==> src/rtl/sck_pkg.sv <==
package sck_pkg;
  localparam int NDOM  = 4;
  localparam int PRE_W = 8;
  localparam int TAP_W = $clog2(PRE_W);
  localparam int EXP_W = TAP_W + 1;
  localparam int D_CPU = 0;
  localparam int D_HSB = 1;
  localparam int D_PBA = 2;
  localparam int D_PBB = 3;

  typedef enum logic [1:0] {
    SRC_SLOW = 2'd0,
    SRC_OSC0 = 2'd1,
    SRC_PLL0 = 2'd2,
    SRC_RSVD = 2'd3
  } src_e;

  function automatic logic [EXP_W-1:0] div_exp(input logic [7:0] b);
    return b[7] ? ({1'b0, b[TAP_W-1:0]} + EXP_W'(1)) : '0;
  endfunction

  function automatic logic rule_ok(input logic [31:0] w);
    return (div_exp(w[8*D_CPU +: 8]) <= div_exp(w[8*D_PBA +: 8])) &&
           (div_exp(w[8*D_CPU +: 8]) <= div_exp(w[8*D_PBB +: 8]));
  endfunction

  function automatic logic [1:0] sleep_thr(input int d);
    return (d == D_CPU) ? 2'd1 : (d == D_HSB) ? 2'd2 : 2'd3;
  endfunction
endpackage

==> src/rtl/sck_prescaler.sv <==
module sck_prescaler
  import sck_pkg::*;
(
  input  logic             clk,
  input  logic             rst,
  input  logic             tick_i,
  output logic [PRE_W-1:0] tap_hit_o,
  output logic             wrap_o
);
  logic [PRE_W-1:0] cnt_q;

  always_ff @(posedge clk) begin
    if (rst)         cnt_q <= '0;
    else if (tick_i) cnt_q <= cnt_q + 1'b1;
  end

  for (genvar n = 0; n < PRE_W; n++) begin : g_tap
    assign tap_hit_o[n] = tick_i & (&cnt_q[n:0]);
  end
  assign wrap_o = tap_hit_o[PRE_W-1];


  wrap_zero_chk: assert property (@(posedge clk) disable iff (rst)
    wrap_o |=> (cnt_q == '0));

  idle_hold_chk: assert property (@(posedge clk) disable iff (rst)
    !tick_i |=> $stable(cnt_q));
endmodule

==> src/rtl/sck_cfg.sv <==
module sck_cfg
  import sck_pkg::*;
(
  input  logic        clk,
  input  logic        rst,
  input  logic        we_i,
  input  logic        addr_i,
  input  logic [31:0] wdata_i,
  input  logic        osc0_rdy_i,
  input  logic        pll0_rdy_i,
  input  logic        wrap_i,
  output src_e        act_src_o,
  output logic [31:0] act_div_o
);
  src_e        pend_src_q, act_src_q, nxt_src, req_src;
  logic [31:0] pend_div_q, act_div_q, nxt_div;
  logic        src_ok, div_ok;

  always_comb begin
    req_src = src_e'(wdata_i[1:0]);
    src_ok  = we_i && !addr_i &&
              ((req_src == SRC_SLOW) ||
               (req_src == SRC_OSC0 && osc0_rdy_i) ||
               (req_src == SRC_PLL0 && pll0_rdy_i));
    div_ok  = we_i && addr_i && rule_ok(wdata_i);
    nxt_src = src_ok ? req_src : pend_src_q;
    nxt_div = div_ok ? wdata_i : pend_div_q;
  end

  always_ff @(posedge clk) begin
    if (rst) begin
      pend_src_q <= SRC_SLOW;
      act_src_q  <= SRC_SLOW;
      pend_div_q <= '0;
      act_div_q  <= '0;
    end else begin
      pend_src_q <= nxt_src;
      pend_div_q <= nxt_div;
      if (wrap_i) begin
        act_src_q <= nxt_src;
        act_div_q <= nxt_div;
      end
    end
  end

  assign act_src_o = act_src_q;
  assign act_div_o = act_div_q;


  apply_at_wrap_chk: assert property (@(posedge clk) disable iff (rst)
    !wrap_i |=> ($stable(act_div_q) && $stable(act_src_q)));

  cpu_not_slower_chk: assert property (@(posedge clk) disable iff (rst)
    rule_ok(act_div_q));

  no_rsvd_src_chk: assert property (@(posedge clk) disable iff (rst)
    act_src_q != SRC_RSVD);
endmodule

==> src/rtl/sck_dom_gate.sv <==
module sck_dom_gate
  import sck_pkg::*;
#(
  parameter int MODS = 4
) (
  input  logic             clk,
  input  logic             rst,
  input  logic             tick_i,
  input  logic [PRE_W-1:0] tap_hit_i,
  input  logic             div_en_i,
  input  logic [TAP_W-1:0] div_tap_i,
  input  logic             stop_i,
  input  logic [MODS-1:0]  mask_i,
  output logic             dom_o,
  output logic [MODS-1:0]  mod_o
);
  logic pulse;
  logic dom_q;
  logic [MODS-1:0] mod_q;

  assign pulse = (div_en_i ? tap_hit_i[div_tap_i] : tick_i) & ~stop_i;

  always_ff @(posedge clk) begin
    if (rst) begin
      dom_q <= 1'b0;
      mod_q <= '0;
    end else begin
      dom_q <= pulse;
      mod_q <= {MODS{pulse}} & ~mask_i;
    end
  end

  assign dom_o = dom_q;
  assign mod_o = mod_q;


  sleep_stop_chk: assert property (@(posedge clk) disable iff (rst)
    stop_i |=> !dom_q);

  mask_gate_chk: assert property (@(posedge clk) disable iff (rst)
    1'b1 |=> ((mod_q & $past(mask_i)) == '0));

  no_tick_no_en_chk: assert property (@(posedge clk) disable iff (rst)
    !tick_i |=> !dom_q);
endmodule

==> src/rtl/sck_lock_irq.sv <==
module sck_lock_irq #(
  parameter int NUM_PLL = 2
) (
  input  logic               clk,
  input  logic               rst,
  input  logic [NUM_PLL-1:0] lock_i,
  output logic [NUM_PLL-1:0] irq_o
);
  logic [NUM_PLL-1:0] lock_q, irq_q;

  always_ff @(posedge clk) begin
    lock_q <= lock_i;
    if (rst) irq_q <= '0;
    else     irq_q <= lock_i & ~lock_q;
  end

  assign irq_o = irq_q;


  single_strobe_chk: assert property (@(posedge clk) disable iff (rst)
    (irq_q != '0) |=> ((irq_q & $past(irq_q)) == '0));
endmodule

==> src/rtl/sync_clk_gen.sv <==
module sync_clk_gen
  import sck_pkg::*;
#(
  parameter int NUM_PLL = 2,
  parameter int MODS    = 4
) (
  input  logic                 clk,
  input  logic                 rst,
  input  logic                 slow_tick_i,
  input  logic                 osc0_tick_i,
  input  logic                 pll0_tick_i,
  input  logic                 osc0_rdy_i,
  input  logic [NUM_PLL-1:0]   pll_lock_i,
  input  logic                 cfg_we_i,
  input  logic                 cfg_addr_i,
  input  logic [31:0]          cfg_wdata_i,
  input  logic [1:0]           sleep_lvl_i,
  input  logic [NDOM*MODS-1:0] mod_mask_i,
  output logic [NDOM-1:0]      dom_en_o,
  output logic [NDOM*MODS-1:0] mod_en_o,
  output logic [NUM_PLL-1:0]   lock_irq_o,
  output logic [1:0]           act_src_o,
  output logic [31:0]          act_div_o
);
  src_e             act_src;
  logic [31:0]      act_div;
  logic             main_tick, wrap;
  logic [PRE_W-1:0] tap_hit;

  always_comb begin
    case (act_src)
      SRC_SLOW: main_tick = slow_tick_i;
      SRC_OSC0: main_tick = osc0_tick_i;
      SRC_PLL0: main_tick = pll0_tick_i;
      default:  main_tick = 1'b0;
    endcase
  end

  sck_cfg i_cfg (
    .clk(clk), .rst(rst), .we_i(cfg_we_i), .addr_i(cfg_addr_i),
    .wdata_i(cfg_wdata_i), .osc0_rdy_i(osc0_rdy_i),
    .pll0_rdy_i(pll_lock_i[0]), .wrap_i(wrap),
    .act_src_o(act_src), .act_div_o(act_div)
  );

  sck_prescaler i_pre (
    .clk(clk), .rst(rst), .tick_i(main_tick),
    .tap_hit_o(tap_hit), .wrap_o(wrap)
  );

  for (genvar d = 0; d < NDOM; d++) begin : g_dom
    sck_dom_gate #(.MODS(MODS)) i_gate (
      .clk(clk), .rst(rst), .tick_i(main_tick), .tap_hit_i(tap_hit),
      .div_en_i(act_div[8*d+7]), .div_tap_i(act_div[8*d +: TAP_W]),
      .stop_i(sleep_lvl_i >= sleep_thr(d)),
      .mask_i(mod_mask_i[d*MODS +: MODS]),
      .dom_o(dom_en_o[d]), .mod_o(mod_en_o[d*MODS +: MODS])
    );
  end

  sck_lock_irq #(.NUM_PLL(NUM_PLL)) i_irq (
    .clk(clk), .rst(rst), .lock_i(pll_lock_i), .irq_o(lock_irq_o)
  );

  assign act_src_o = act_src;
  assign act_div_o = act_div;


  src_legal_chk: assert property (@(posedge clk) disable iff (rst)
    (act_src == SRC_OSC0) |-> !(osc0_tick_i == 1'b0 && wrap));
endmodule

==> config.mk <==
export PLATFORM = sky130hd
export DESIGN_NAME = sync_clk_gen
export DESIGN_NICKNAME = d
export VERILOG_FILES = /design/src/rtl/sck_pkg.sv /design/src/rtl/sck_prescaler.sv /design/src/rtl/sck_cfg.sv /design/src/rtl/sck_dom_gate.sv /design/src/rtl/sck_lock_irq.sv /design/src/rtl/sync_clk_gen.sv
export SDC_FILE = /design/constraint.sdc
export NUM_CORES = 1
export LEC_CHECK = 0
export ABC_CLOCK_PERIOD_IN_PS = 4890
export BUFFER_PORTS_ARGS = -buffer_cell sky130_fd_sc_hd__buf_2
export CAP_MARGIN = 10
export CELL_PAD_IN_SITES_DETAIL_PLACEMENT = 0
export CELL_PAD_IN_SITES_GLOBAL_PLACEMENT = 2
export CORE_MARGIN = 2
export CORE_UTILIZATION = 34
export DETAILED_ROUTE_END_ITERATION = 8
export PLACE_DENSITY_LB_ADDON = 0.08
export SLEW_MARGIN = 20
export SYNTH_ARGS = -nofsm -noshare
export SYNTH_HDL_FRONTEND = slang
export SYNTH_SLANG_ARGS = --single-unit
==> constraint.sdc <==
create_clock -name clk -period 4.89 [get_ports clk]
set_input_delay 0.489 -clock clk [delete_from_list [all_inputs] [get_ports clk]]
set_output_delay 0.489 -clock clk [all_outputs]
set_load 0.01 [all_outputs]
==> qor.csv, run 1 <==
metric,value,unit
syn2layout_area_growth,20.23,%
cpMostUsedCell,ha_1,
syn-cell-area,4417,µm²
h-tree-depth,3,
cts_resized,0,
worstPathArrival,3.29,ns
hold_ws,0.2578,ns
post_cts_buffers,0,
rows,41,
die_area,13920,µm²
n_antenna_cell,0,
finalSetupTns,0,ns
yosys_most_used_dff,dfxtp_1,
synth.largest_area_cell,dfxtp_1,
grt_pass1_wl,18370,µm
worst_slack,1.878,ns
routed_wl,11300,µm
first_pass_iters,4,
syn_inst,477,
final.period_utilization,61.59,%
crit_path_max_fanout,27,
relSlewSlack,38.38,%
holdPathStages,1,
rsz0062_at_grt,false,
ios,116,
yosysWarnings,0,
critPathKind,input pin to flip-flop,
p_leak,2.306,nW
grt_max_degree,82,
cp_top_family,simple AND/OR/NAND/NOR gates,
ys_top_cells_by_area,"dfxtp_1, o21ai_2, o21bai_1",
finalCriticalPeriod,3.012,ns
overflow,0,
register_area,2002,µm²
hold_path_end,i_irq.lock_q[1],
die_w,118.0,µm
r2r_setup_slack,2.06,ns
fillers,1322,
core_region_area,12670,µm²
ys_seq_area_share,45.33,%
status,finished clean,
start_util,34.86,%
tightest_slew,0.9221,ns
nets,645,
cts_tree,built,
hp-start,pll_lock_i[1],
preCtsSetupSlack,1.526,ns
clockRootBuffer,clkbuf_16,
slowest_stage,and2_2,
antenna_found_initial,0,
min_path_type,input pin to flip-flop,
worstRegToRegCells,8,
max_freq,0.3320,GHz
final_max_slew_viol_count,0,
grt_use_total,16.49,%
worstPathCellList,"buf_2, inv_1, ha_1, and2_1, ha_1, nor2b_1, o22ai_1, a22oi_1, and2_2, buf_4, o21ai_2, a31oi_1",
drive_above_1_share,29.90,%
multi_input_area,2128,µm²
via_per_inst,5.050,
vias,3757,
worst-path-buf-inv,3,
yosysTopAreaCellShare,45.33,%
maxCapViolCount,0,
drt-wirelength-per-cell,15.18,µm
final_util,41.91,%
finalPower,1.769,mW
cp_slowest_stage_delay,0.74,ns
cp-end-kind,flip-flop,
syn_avg_cell_area,9.259,µm²
drt_iter0_markers,274,
worstReg2RegStart,i_pre.cnt_q[0],
port_buffers,115,
synth_seq_cells,100,
dp_hpwl,7986,µm
ys_types,46,
syn_nets,552,
async_flop_share,0,%
numCtsBuffers,9,
required,5.17,ns
cts_buffer_depth,2,
setup_violations,0,
drc,0,
clk_latency,0.35,ns
fp.dieH,118.0,µm
cp-start-kind,input pin,
clock-sinks,100,
grt_pass1_vias,3597,
ant_nets,0,
hold_buffers,0,
synth_edf_count,0,
path_clk_slew,0.06,ns
p_per_area,333.1,nW/µm²
r2r-end,i_cfg.act_src_o[1],
hold_viol,0,
gp_congestion,0.7834,
finClkSkew,0.006045,ns
ir_drop,143.0,µV
[how the worst max path moves through the flow]
| stage | from | endpoint | slack [ns] | cells past startpoint |
|---|---|---|---|---|
| after floorplan | cfg_wdata_i[0] | i_cfg.act_div_o[10] | 2.42 | 11 |
| after global placement | cfg_wdata_i[0] | i_cfg.act_div_o[28] | 1.59 | 12 |
| after detailed placement | cfg_wdata_i[0] | i_cfg.act_div_o[22] | 1.53 | 12 |
| after CTS | cfg_wdata_i[0] | i_cfg.act_div_o[22] | 1.87 | 12 |
| after global routing | cfg_wdata_i[0] | i_cfg.act_div_o[29] | 1.60 | 12 |
| final | cfg_wdata_i[0] | i_cfg.act_div_o[22] | 1.88 | 12 |
[area by class of cell]
cell class                 count  share of cell area, %
clock buffer                  11                  4.571
clock inverter                 2                 0.7069
inverter                      15                  1.060
multi-input combinational    322                  40.08
sequential                   100                  37.70
tap                          172                  4.053
timing repair buffer         122                  11.83
[worst reg2reg max path, delay by kind of cell, from the launching register on]
family	cells	cell delay, ns
buffers and inverters	1	0.34
AO/OA/AOI/OAI	1	0.19
AND/OR/NAND/NOR	5	1.36
adder cells (fa/ha/maj)	1	0.38
flip-flops	1	0.49
[cell usage in the layout (no fill, tap or decap), types with 4 or more instances in the layout]
cell       Yosys  layout
nor3_1         9       9
buf_4         15       7
o21a_1         4       4
nor2_1        25      25
mux2i_1        7       7
nor2b_1        7       7
o21bai_1      32      32
nand2_1       19      19
o21ai_2       30      30
o21ai_0        6       6
ha_1          15      15
a211oi_1       4       4
xnor2_1        5       5
nand3_1       36      36
dfxtp_1      100     100
a31oi_1       37      37
buf_2          5     115
clkbuf_16      0       9
inv_1         15      15
a21oi_1       40      40
[synth_stat cells (3+ instances only)]
cell      count
nand3_1      36
dfxtp_1     100
o21bai_1     32
and3_1        3
o21a_1        4
o211ai_1      3
nor4_1        3
nor2b_1       7
and2_1        3
nand2_1      19
o21ai_0       6
buf_2         5
clkbuf_1     17
xor2_1        3
nor2_1       25
nor3b_1       3
a31oi_1      37
o21ai_2      30
nor3_1        9
o21ai_1       3
buf_6         3
a21oi_1      40
xnor2_1       5
a211oi_1      4
buf_4        15
nand4_1       3
o221ai_1      3
mux2i_1       7
inv_1        15
ha_1         15
[registers in the layout, summed over array words and instances, names as in the netlist]
register,cells
i_irq.lock_q,2
i_irq.irq_o,2
i_pre.cnt_q,8
i_cfg.act_div_o,32
g_dom.i_gate.mod_o,16
i_cfg.pend_src_q,2
g_dom.i_gate.dom_o,4
i_cfg.act_src_o,2
i_cfg.pend_div_q,32
[through the flow]
| step | instance area, µm² | instances |
|---|---|---|
| floorplan | 4417 | 477 |
| global placement | 5030 | 731 |
| detailed placement | 5030 | 731 |
| CTS | 5310 | 744 |
| global route | 5310 | 744 |
| finish | 5310 | 744 |
[where the power goes]
group,switching [mW],internal [mW]
combinational,0.150,0.0752
sequential,0.0101,0.837
clock,0.294,0.402
total,0.454,1.31
[cell families (layout without fill, tap and decap cells)]
family                   after synthesis  after routing  share of synthesized area (%)
flip-flops                           100            100                          45.33
buffers and inverters                 55            150                          6.600
AND/OR/NAND/NOR                      119            119                          13.46
adder cells (fa/ha/maj)               15             15                          4.249
XOR/XNOR                               8              8                          1.586
multiplexers                           8              8                          2.096
AO/OA/AOI/OAI                        172            172                          26.69
[metal layers]
layer  up-vias  wire length [µm]  global-route usage (%)
li1       1915                 -                       -
met1      1755              5451                   22.17
met2        78              5148                   25.87
met3         9               559                   4.748
met4         0               136                   4.367
met5         -                 0                       0
Note: power is estimated with default switching activity, not from simulation.
==> run 2: changes to the inputs <==
- ABC_CLOCK_PERIOD_IN_PS: 4890 -> 2900
- CORE_UTILIZATION: 34 -> 31
- clock period: 4.89 -> 2.9 ns (I/O delays scaled with it)
==> run 2 against run 1 <==
Via count increased by 1.8%. Sequential share of layout area decreased by 0.47 points. Flip-flop and latch count unchanged. Critical path depth decreased by 3. Setup slack got worse by 1.5 ns. Sequential power increased by 69%. Non-clock buffer count increased by 1. Clock power increased by 72%. Routed wire length increased by 3.7%. Global-route usage decreased by 0.44 points. Critical path type is now flip-flop to flip-flop. Highest routed layer unchanged.
==> qor.csv, run 2 (synthesized netlist as in run 1, its figures left out) <==
metric,value,unit
via_per_inst,5.066,
grt_max_degree,69,
final_max_slew_viol_count,0,
cp_slowest_stage_delay,0.45,ns
grt_use_total,16.05,%
worstPathCellList,"ha_1, and3_1, ha_1, nor2b_1, a31oi_1, nor3_1, o21a_1, o221ai_1, nor2_1",
ant_nets,0,
tightest_slew,0.9105,ns
worstReg2RegStart,i_pre.cnt_q[0],
p_per_area,565.0,nW/µm²
place_area,5085,µm²
multi_input_area,2128,µm²
worst-path-buf-inv,0,
clk_latency,0.35,ns
drive_above_1_share,30.09,%
first_pass_iters,4,
antenna_found_initial,0,
fillers,1485,
syn2layout_area_growth,21.76,%
core_region_area,13880,µm²
drt-wirelength-per-cell,15.52,µm
critPathKind,flip-flop to flip-flop,
numCtsBuffers,9,
cts_tree,built,
cp-end-kind,flip-flop,
path_clk_slew,0.06,ns
holdPathStages,1,
clockRootBuffer,clkbuf_16,
p_comb_share,13.3,%
drt_iter0_markers,233,
cts_resized,0,
cp.depth,9,
final.period_utilization,85.55,%
register_area,2002,µm²
grt_pass1_wl,19000,µm
p_seq_share,47.0,%
layout_commonest_cell,buf_2,
layout_common_cells,"buf_2, dfxtp_1, a21oi_1",
drc,0,
finClkSkew,0.007169,ns
swShare,25.86,%
rsz0062_at_grt,false,
required,3.11,ns
ir_drop,228.0,µV
finalSetupTns,0,ns
status,finished clean,
setup_violations,0,
port_buffers,115,
worstPathArrival,2.70,ns
finalInstanceArea,5378,µm²
start_util,31.82,%
clock-sinks,100,
die_area,15220,µm²
rows,43,
hold_viol,0,
post_cts_buffers,0,
overflow,0,
p_leak,2.328,nW
worstRegToRegCells,9,
instances_no_fill,755,
routed_wl,11720,µm
cp-start-kind,flip-flop,
fp.dieH,123.4,µm
crit_path_max_fanout,8,
hold_ws,0.05803,ns
vias,3825,
dp_hpwl,8170,µm
cpMostUsedCell,ha_1,
die_w,123.4,µm
grt_pass1_vias,3711,
nets,646,
ios,116,
relSlewSlack,39.30,%
hp-start,pll_lock_i[1],
h-tree-depth,3,
p_switching,0.7856,mW
r2r_setup_slack,0.42,ns
min_path_type,input pin to flip-flop,
n_antenna_cell,0,
cts_buffer_depth,2,
hold_buffers,0,
intPower,2.253,mW
gp_congestion,0.7883,
max_freq,0.4031,GHz
maxCapViolCount,0,
r2r-end,g_dom[2].i_gate.mod_o[2],
placed_cells,740,
finalPower,3.038,mW
cp_top_family,compound AO/OA/AOI/OAI gates,
clkPwrFrac,39.6,%
hold_path_end,i_irq.lock_q[1],
slowest_stage,o221ai_1,
finalCriticalPeriod,2.481,ns
## run 2: cell count changes in the layout (fill, tap and decap cells not counted)
cell,delta
buf_12,+3
buf_4,-2
clkbuf_1,+1
inv_6,+1
## run 2: layout make-up
type	count	area share (%)
multi-input cells	322	39.58
flip-flops and latches	100	37.23
repair buffers	123	12.52
clock buffers	12	4.584
well taps	180	4.188
inverters	15	1.047
clock inverters	3	0.8609
## run 2: worst max-delay path by stage
stage	start	to
final	i_pre.cnt_q[0]	g_dom[2].i_gate.mod_o[2]
after global routing	i_pre.cnt_q[0]	g_dom[2].i_gate.dom_o
after CTS	i_pre.cnt_q[0]	g_dom[2].i_gate.mod_o[3]
after detailed placement	cfg_wdata_i[0]	i_cfg.act_div_o[1]
after global placement	cfg_wdata_i[0]	i_cfg.pend_div_q[1]
after floorplan	cfg_wdata_i[0]	i_cfg.act_div_o[10]
## run 2: power by group through the flow
stage	combinational, mW	sequential, mW	clock (mW)
after CTS	0.417	1.43	1.25
after detailed placement	0.416	1.46	0
after global placement	0.411	1.46	0
after floorplan	0.273	1.46	0
final	0.405	1.43	1.20
after global routing	0.453	1.43	1.31
## run 2: per-stage QoR
stage,setup slack [ns],utilization (%)
4_1_cts,0.3946,38.74
6_report,0.4190,38.74
3_3_place_gp,0.2155,36.63
5_1_grt,0.2432,38.74
2_1_floorplan,0.6289,-
3_5_place_dp,0.1507,36.63
## run 2: per-layer routing
metal | track usage, % | routed length [µm] | vias up
met3 | 3.090 | 575 | 12
met1 | 21.80 | 5726 | 1813
li1 | - | - | 1924
met5 | 0 | 0 | -
met4 | 6.960 | 178 | 0
met2 | 24.73 | 5238 | 76
==> run 3: changes to the inputs <==
- ABC_AREA: unset -> 1
- ABC_CLOCK_PERIOD_IN_PS: 2900 -> 3200
- BUFFER_PORTS_ARGS: -buffer_cell sky130_fd_sc_hd__buf_2 -> unset
- CORE_UTILIZATION: 31 -> 35
- DONT_BUFFER_PORTS: unset -> 1
- clock period: 2.9 -> 3.2 ns (I/O delays scaled with it)
==> run 3 against run 2 <==
Routed wire length is 3.1% higher. Synthesized cell count up 30%. Total power is 12% lower. Register-to-register slack better by 0.47 ns. Synthesized area grew 3.2%. Critical endpoint is now i_cfg.act_div_o[10].
==> qor.csv, run 3 <==
metric,value,unit
routed_wl,12080,µm
grt_pass1_vias,3856,
syn2layout_area_growth,9.116,%
drc,0,
start_util,35.96,%
antenna_found_initial,0,
syn-cell-area,4557,µm²
overflow,0,
vias,3905,
max_freq,0.4333,GHz
die_w,118.1,µm
instances_no_fill,782,
first_pass_iters,4,
finalInstanceArea,4972,µm²
rows,41,
numCtsBuffers,9,
ys_types,25,
clk_latency,0.35,ns
core_region_area,12670,µm²
syn_inst,622,
nets,680,
die_area,13950,µm²
syn_nets,697,
p_leak,2.122,nW
ant_nets,0,
port_buffers,0,
clockRootBuffer,clkbuf_16,
ys_top_cells_by_area,"dfxtp_1, nand2_1, nand3_1",
dp_hpwl,8313,µm
via_per_inst,4.994,
drt-wirelength-per-cell,15.45,µm
tightest_slew,0.4729,ns
grt_use_total,17.87,%
finalSetupTns,0,ns
cp-end-kind,flip-flop,
p_per_area,537.3,nW/µm²
path_clk_slew,0.07,ns
n_antenna_cell,0,
grt_pass1_wl,19900,µm
finClkSkew,0.007895,ns
yosysMostFrequentCell,nand2_1,
ir_drop,221.6,µV
synthTopCellsByCount,"nand2_1, dfxtp_1, inv_1, nand3_1, a21oi_1",
layout_commonest_cell,nand2_1,
final.period_utilization,72.12,%
h-tree-depth,3,
cts_resized,0,
cts_buffer_depth,2,
ios,116,
rsz0062_at_grt,false,
relSlewSlack,68.35,%
syn_avg_cell_area,7.326,µm²
yosysTopAreaCellShare,43.93,%
drive_above_1_share,6.066,%
placed_cells,764,
holdPathStages,1,
final_max_slew_viol_count,0,
gp_congestion,0.8150,
cts_tree,built,
worstPathArrival,2.56,ns
cp-start-kind,flip-flop,
drt_iter0_markers,258,
critPathKind,flip-flop to flip-flop,
fillers,1358,
place_area,4643,µm²
fp.dieH,118.1,µm
finalCriticalPeriod,2.308,ns
clock-sinks,100,
ys_seq_area_share,43.93,%
required,3.45,ns
synth_edf_count,0,
crit_path_max_fanout,50,
hold_viol,0,
min_path_type,input pin to flip-flop,
synth_seq_cells,100,
grt_max_degree,51,
yosys_most_used_dff,dfxtp_1,
async_flop_share,0,%
maxCapViolCount,0,
worstRegToRegCells,11,
synth.largest_area_cell,dfxtp_1,
status,finished clean,
yosysWarnings,0,
setup_violations,0,
layout_common_cells,"nand2_1, dfxtp_1, inv_1, nand3_1, a21oi_1",
==> run 3: cell count changes in the layout (fill, tap and decap cells not counted), moves of 6 or more <==
cell,previous run,this run
a21oi_1,40,55
a31oi_1,37,0
buf_2,115,0
inv_1,15,75
mux2i_1,7,0
nand2_1,19,136
nand3_1,36,75
nand4_1,3,41
nor2_1,25,43
nor2b_1,7,0
nor3_1,9,3
o21a_1,4,17
o21ai_2,30,0
o21bai_1,32,2
==> run 3: metal layers <==
metal / part of all wire (%) / global-route usage, %
met1: 45 / 21.62
met2: 46 / 29.23
met3: 7.3 / 5.911
met4: 1.7 / 7.078
met5: 0 / 0
==> run 3: final timing paths <==
path	start	to	slack, ns
setup / recovery	i_pre.cnt_q[0]	i_cfg.act_div_o[10]	0.89
hold / removal	mod_mask_i[1]	g_dom[0].i_gate.mod_o[1]	0.03
setup reg to reg	i_pre.cnt_q[0]	i_cfg.act_div_o[10]	0.89
hold reg to reg	i_irq.lock_q[1]	i_irq.irq_o[1]	0.38
==> run 3: logic make-up after synthesis <==
kind of cell | after synthesis | share of synthesized area (%)
simple gates | 311 | 31.03
flops | 100 | 43.93
compound gates | 81 | 10.05
fa+ha+maj | 15 | 4.119
buf+inv | 115 | 10.87
==> run 3: timing repair <==
action | in CTS | in global routing
endpoints found under the hold margin | 2 | 0
setup buffers | 0 | 0
hold buffers | 2 | 0
==> run 3: where the power goes <==
part	internal [mW]	switching [mW]	leakage [nW]
clock network	0.617	0.512	0.145
logic	0.0747	0.169	1.17
registers	1.28	0.0179	0.811
==> run 3: area by class of cell <==
cell class | count | area (µm²) | area share (%)
Multi-Input combinational cell | 407 | 2059 | 41.42
Sequential cell | 100 | 2002 | 40.26
Inverter | 79 | 296.5 | 5.964
Clock buffer | 9 | 225.2 | 4.529
Tap cell | 172 | 215.2 | 4.328
Timing Repair Buffer | 8 | 90.09 | 1.812
Clock inverter | 7 | 83.83 | 1.686
==> run 3: per-stage QoR <==
step | power, mW | setup WS, ns | util (%) | hold slack, ns
3_3_place_gp | 1.569 | 0.7558 | 36.64 | 0.3478
5_1_grt | 2.794 | 0.6363 | 39.24 | 0.01682
3_5_place_dp | 1.571 | 0.7145 | 36.64 | 0.3478
4_1_cts | 2.711 | 0.8788 | 39.24 | 0.01986
2_1_floorplan | 1.523 | 1.172 | - | 0.3477
6_report | 2.671 | 0.8922 | 39.24 | 0.03281
==> run 3: critical path, cell delays in order, from the launching register on <==
cell     delay (ns)
dfxtp_1        0.38
ha_1           0.23
nand3_2        0.15
nor2_4         0.27
nand2_1        0.11
nor2_2         0.13
nand2_2        0.22
inv_2          0.14
buf_12         0.24
nand3_1        0.19
nand2_1        0.09
inv_1          0.03
